===== src/rtl/tis_pkg.sv =====
package tis_pkg;
  typedef enum logic {
    SEL_INTERLEAVE = 1'b0,
    SEL_ON_MISS    = 1'b1
  } sel_mode_e;

  function automatic int tid_width(input int n);
    return (n > 1) ? $clog2(n) : 1;
  endfunction
endpackage


===== src/rtl/tis_rr_pick.sv =====
// Round-robin finder: first set request at base+1, base+2, ... base (mod N).
module tis_rr_pick #(
  parameter int N     = 4,
  parameter int TID_W = 2
) (
  input  logic [N-1:0]     req,
  input  logic [TID_W-1:0] base,
  output logic             found,
  output logic [TID_W-1:0] idx
);
  always_comb begin
    found = 1'b0;
    idx   = base;
    for (int k = 1; k <= N; k++) begin
      int c;
      c = int'(base) + k;
      if (c >= N) c = c - N;
      if (!found && req[c]) begin
        found = 1'b1;
        idx   = TID_W'(c);
      end
    end
  end
endmodule


===== src/rtl/tis_pc_bank.sv =====
// Replicated per-thread program counters.
module tis_pc_bank #(
  parameter int          N             = 4,
  parameter int          TID_W         = 2,
  parameter int          PC_W          = 32,
  parameter int unsigned PC_STEP       = 4,
  parameter int unsigned PC_RST_BASE   = 0,
  parameter int unsigned PC_RST_STRIDE = 32'h1000
) (
  input  logic              clk,
  input  logic              rst_n,
  input  logic              inc_en,
  input  logic [TID_W-1:0]  inc_tid,
  input  logic              ld_en,
  input  logic [TID_W-1:0]  ld_tid,
  input  logic [PC_W-1:0]   ld_pc,
  output logic [N*PC_W-1:0] pc_flat
);
  localparam logic [PC_W-1:0] STEP_V = PC_W'(PC_STEP);

  for (genvar t = 0; t < N; t++) begin : g_thr
    localparam logic [PC_W-1:0] RST_V = PC_W'(PC_RST_BASE + t * PC_RST_STRIDE);
    logic [PC_W-1:0] pc_q;
    logic            ld_hit, inc_hit;

    assign ld_hit  = ld_en  && (ld_tid  == TID_W'(t));
    assign inc_hit = inc_en && (inc_tid == TID_W'(t));

    always_ff @(posedge clk) begin
      if (!rst_n)       pc_q <= RST_V;
      else if (ld_hit)  pc_q <= ld_pc;
      else if (inc_hit) pc_q <= pc_q + STEP_V;
    end

    assign pc_flat[t*PC_W +: PC_W] = pc_q;
  end
endmodule


===== src/rtl/tis_sel_ctrl.sv =====
// Selection policy and pointer / owner register.
module tis_sel_ctrl
  import tis_pkg::*;
#(
  parameter int N     = 4,
  parameter int TID_W = 2
) (
  input  logic             clk,
  input  logic             rst_n,
  input  sel_mode_e        mode,
  input  logic [N-1:0]     ready,
  input  logic [N-1:0]     long_stall,
  output logic             issue_valid,
  output logic [TID_W-1:0] issue_tid
);
  logic [TID_W-1:0] ptr_q, ptr_d;
  logic [N-1:0]     elig, owner_oh, sw_req;
  logic             fine_found, sw_found;
  logic [TID_W-1:0] fine_idx, sw_idx;

  assign elig = ready & ~long_stall;

  for (genvar t = 0; t < N; t++) begin : g_oh
    assign owner_oh[t] = (ptr_q == TID_W'(t));
  end

  assign sw_req = elig & ~owner_oh;

  tis_rr_pick #(.N(N), .TID_W(TID_W)) u_fine_pick (
    .req(elig), .base(ptr_q), .found(fine_found), .idx(fine_idx)
  );

  tis_rr_pick #(.N(N), .TID_W(TID_W)) u_switch_pick (
    .req(sw_req), .base(ptr_q), .found(sw_found), .idx(sw_idx)
  );

  always_comb begin
    issue_valid = 1'b0;
    issue_tid   = ptr_q;
    ptr_d       = ptr_q;
    if (mode == SEL_INTERLEAVE) begin
      if (fine_found) begin
        issue_valid = 1'b1;
        issue_tid   = fine_idx;
        ptr_d       = fine_idx;
      end
    end else if (|(long_stall & owner_oh)) begin
      if (sw_found) ptr_d = sw_idx;
    end else if (|(ready & owner_oh)) begin
      issue_valid = 1'b1;
    end
  end

  always_ff @(posedge clk) begin
    if (!rst_n) ptr_q <= '0;
    else        ptr_q <= ptr_d;
  end
endmodule


===== src/rtl/thread_issue_selector.sv =====
module thread_issue_selector
  import tis_pkg::*;
#(
  parameter int          N_THREADS     = 4,
  parameter int          PC_W          = 32,
  parameter int unsigned PC_STEP       = 4,
  parameter int unsigned PC_RST_BASE   = 0,
  parameter int unsigned PC_RST_STRIDE = 32'h1000,
  localparam int         TID_W         = tid_width(N_THREADS)
) (
  input  logic                      clk,
  input  logic                      rst_n,
  input  logic                      sel_coarse,
  input  logic [N_THREADS-1:0]      thr_ready,
  input  logic [N_THREADS-1:0]      thr_long_stall,
  input  logic                      redir_valid,
  input  logic [TID_W-1:0]          redir_tid,
  input  logic [PC_W-1:0]           redir_pc,
  output logic                      issue_valid,
  output logic [TID_W-1:0]          issue_tid,
  output logic [PC_W-1:0]           issue_pc,
  output logic [N_THREADS*PC_W-1:0] pc_all
);
  sel_mode_e mode;
  assign mode = sel_coarse ? SEL_ON_MISS : SEL_INTERLEAVE;

  tis_sel_ctrl #(.N(N_THREADS), .TID_W(TID_W)) u_ctrl (
    .clk        (clk),
    .rst_n      (rst_n),
    .mode       (mode),
    .ready      (thr_ready),
    .long_stall (thr_long_stall),
    .issue_valid(issue_valid),
    .issue_tid  (issue_tid)
  );

  tis_pc_bank #(
    .N(N_THREADS), .TID_W(TID_W), .PC_W(PC_W), .PC_STEP(PC_STEP),
    .PC_RST_BASE(PC_RST_BASE), .PC_RST_STRIDE(PC_RST_STRIDE)
  ) u_pcs (
    .clk    (clk),
    .rst_n  (rst_n),
    .inc_en (issue_valid),
    .inc_tid(issue_tid),
    .ld_en  (redir_valid),
    .ld_tid (redir_tid),
    .ld_pc  (redir_pc),
    .pc_flat(pc_all)
  );

  assign issue_pc = pc_all[issue_tid*PC_W +: PC_W];
endmodule


===== config.mk =====
export PLATFORM = sky130hd
export DESIGN_NAME = thread_issue_selector
export DESIGN_NICKNAME = d
export VERILOG_FILES = /design/src/rtl/tis_pkg.sv /design/src/rtl/tis_rr_pick.sv /design/src/rtl/tis_pc_bank.sv /design/src/rtl/tis_sel_ctrl.sv /design/src/rtl/thread_issue_selector.sv
export SDC_FILE = /design/constraint.sdc
export NUM_CORES = 1
export LEC_CHECK = 0
export BUFFER_PORTS_ARGS = -buffer_cell sky130_fd_sc_hd__buf_4
export CORE_MARGIN = 5
export CORE_UTILIZATION = 35
export CTS_CLUSTER_DIAMETER = 60
export CTS_CLUSTER_SIZE = 25
export DETAILED_ROUTE_END_ITERATION = 8
export PLACE_DENSITY = 0.62
export SLEW_MARGIN = 5
export SYNTH_ARGS = -nofsm -noshare
export SYNTH_HDL_FRONTEND = slang
export SYNTH_SLANG_ARGS = --single-unit

===== constraint.sdc =====
create_clock -name clk -period 7.3 [get_ports clk]
set_input_delay 1.095 -clock clk [delete_from_list [all_inputs] [get_ports clk]]
set_output_delay 1.095 -clock clk [all_outputs]
set_load 0.01 [all_outputs]

==> results.cfg <==
[cts]
cts_made_buffers = 17
worstSkewPairLatency_ns = 0.43
root_buffer = clkbuf_16
cts_sinks = 130
cts_max_level = 4
cts_hold_buf = 0
cts_tree = yes
cts_resized = 0
cts.clk_slew.worst_paths_ns = 0.06
post_cts_buffers = 0
ctsLongestPathBuffers = 2

[synthesis]
syn-instance-count = 1217
synth_area_um2 = 9060
synth.distinct_cells = 67
ys_warn_count = 0
ys.flop_type = dfxtp_1
async_flop_share_pct = 0
synth_nets = 1272
synth_area_per_cell_um2 = 7.44
ys_seq_elements = 130
ys_seq_area_share_pct = 28.7
synth_edf_count = 0
yosys.area.top_type = dfxtp_1
synth.top_cell.area_share_pct = 28.7
synth.area.top_cells = dfxtp_1, nand2_1, o21ai_0

[global_routing]
grt_usage_pct = 27.7
grt_max_degree = 129
grt_pass1_wl_um = 61800
grt_antenna_before_repair = 2
gr-total-overflow = 0
grt_pass1_vias = 9556

[critical_path]
end_kind = primary output
cp.arrival_ns = 4.64
crit_fanout = 33
cp.required_ns = 6.20
critPathKind = reg2out
start_kind = flip-flop

[floorplanning]
core_um2 = 25300
die_x_um = 171
dieArea_um2 = 29200
num_rows = 58
start_util_pct = 35.8
dieHeight_um = 171
ios = 209

[final_layout]
post-route-util_pct = 44.8
final_common_cell = buf_4
syn_to_final_growth_pct = 25.4
fill_cells = 2597
final_cell_mix = buf_4, nand2_1, dfxtp_1
fin_nets = 1411
n_antenna_cell = 0
final_layout_size_suffix_gt1_share_pct = 23.4
final-seq-area_um2 = 2600
final_cells = 1699
multi_input_area_um2 = 5980
final_area_um2 = 11400

[routing]
drcViolationCount = 0
drtIter0Drc = 1469
drt_first_pass_iters = 6
vias = 10700
wl_per_cell_um = 24.9
drt_wl_total_um = 42300
avgViaCountPerCell = 6.27
antenna_left = 0

[sta]
max_freq_mhz = 174
fin_crit_ns = 5.73
rsz0062_at_grt = no
fin_worst_skew_ns = 0.0107
period_share_pct = 78.6
setup_tns_ns = 0
hold_violations = 0
tightest_slew_ns = 1.14
relSlewSlack_pct = 23.9
finalWorstSetupSlack_ns = 1.57
maxSlewViolCount = 0
finalSetupViolations = 0

[placement]
placed_area_um2 = 10800
dpl.cell_count = 1667
post-place-ws_ns = 2.09
io_buffers = 208
place.gp.congestion = 0.957
dp.final_hpwl_um = 30300

[power]
p_leak_nw = 3.90
cellPowerDensity_nw_per_um2 = 271
ir_drop_mv = 0.197

[run]
maxCapViolCount = 0

[outcome]
status = completed

[worst_hold_path]
min_path_type = reg2reg
## through the flow
| step | hold slack (ns) | total power [mW] |
|---|---|---|
| 2_1_floorplan | 0.493 | 1.65 |
| 4_1_cts | 0.487 | 3.05 |
| 3_5_place_dp | 0.476 | 2.16 |
| 5_1_grt | 0.511 | 3.19 |
| 3_3_place_gp | 0.470 | 2.15 |
| 6_report | 0.491 | 3.08 |
## worst paths after layout
check | startpoint | depth (start not counted) | endpoint | slack, ns
setup / recovery | u_ctrl.ptr_q[0] | 11 | issue_pc[21] | 1.57
hold / removal | u_pcs.g_thr[0].pc_q[0] | 2 | u_pcs.g_thr[0].pc_q[0] | 0.49
setup reg to reg | u_ctrl.ptr_q[0] | 10 | u_pcs.g_thr[0].pc_q[31] | 2.50
hold reg to reg | u_pcs.g_thr[0].pc_q[0] | 2 | u_pcs.g_thr[0].pc_q[0] | 0.49
## Yosys cell counts, drive strengths merged (3+ instances only)
cell,n
a211oi,14
a21oi,97
a22oi,3
a31oi,53
and2,6
and3,54
and4,12
buf,37
clkbuf,67
dfxtp,130
ha,9
inv,12
mux2i,7
nand2,183
nand2b,3
nand3,53
nand4,57
nor2,34
nor2b,7
nor3,23
nor3b,9
nor4,61
o2111ai,5
o21ai,122
o31ai,11
or2,6
or3,10
or4,14
xnor2,61
xor2,26
## sequential cells by signal, indices dropped and copies added, names as in the netlist
signal and count:
u_ctrl.ptr_q 2, u_pcs.g_thr.pc_q 128
## area by class of cell
type,instances,share of cell area (%)
timing repair buffer,224,15.0
inverter,13,0.430
tap,330,3.64
sequential,130,22.9
multi-input combinational,970,52.7
clock buffer,19,3.90
clock inverter,13,1.42
## layer usage
metal	track usage, %	vias to the layer above	wire, um
li1	-	4776	-
met1	37.7	5102	17000
met2	42.2	676	18800
met3	7.19	101	4790
met4	10.5	2	1700
met5	0	-	7
## where the power goes
| part | total (mW) | internal [mW] | switching [mW] |
|---|---|---|---|
| sequential | 0.865 | 0.757 | 0.108 |
| clock | 0.901 | 0.545 | 0.356 |
| combinational | 1.31 | 0.426 | 0.884 |
## critical path: stages, from the launching register on
cell      delay, ns
dfxtp_1        0.78
inv_2          0.22
ha_1           0.42
and4b_1        0.23
a211oi_1       0.22
o311a_1        0.31
a21o_2         0.52
inv_2          0.43
buf_4          0.36
a211oi_1       0.33
a31oi_1        0.15
buf_4          0.22
## kinds of logic after synthesis
kind of cell | after synthesis | synth area share (%)
flops | 130 | 28.7
fa+ha+maj | 10 | 1.35
simple gates | 538 | 34.1
compound gates | 325 | 20.6
buf+inv | 117 | 5.40
xor+xnor | 87 | 8.41
mux | 10 | 1.40
(Power assumes the default switching activity.)
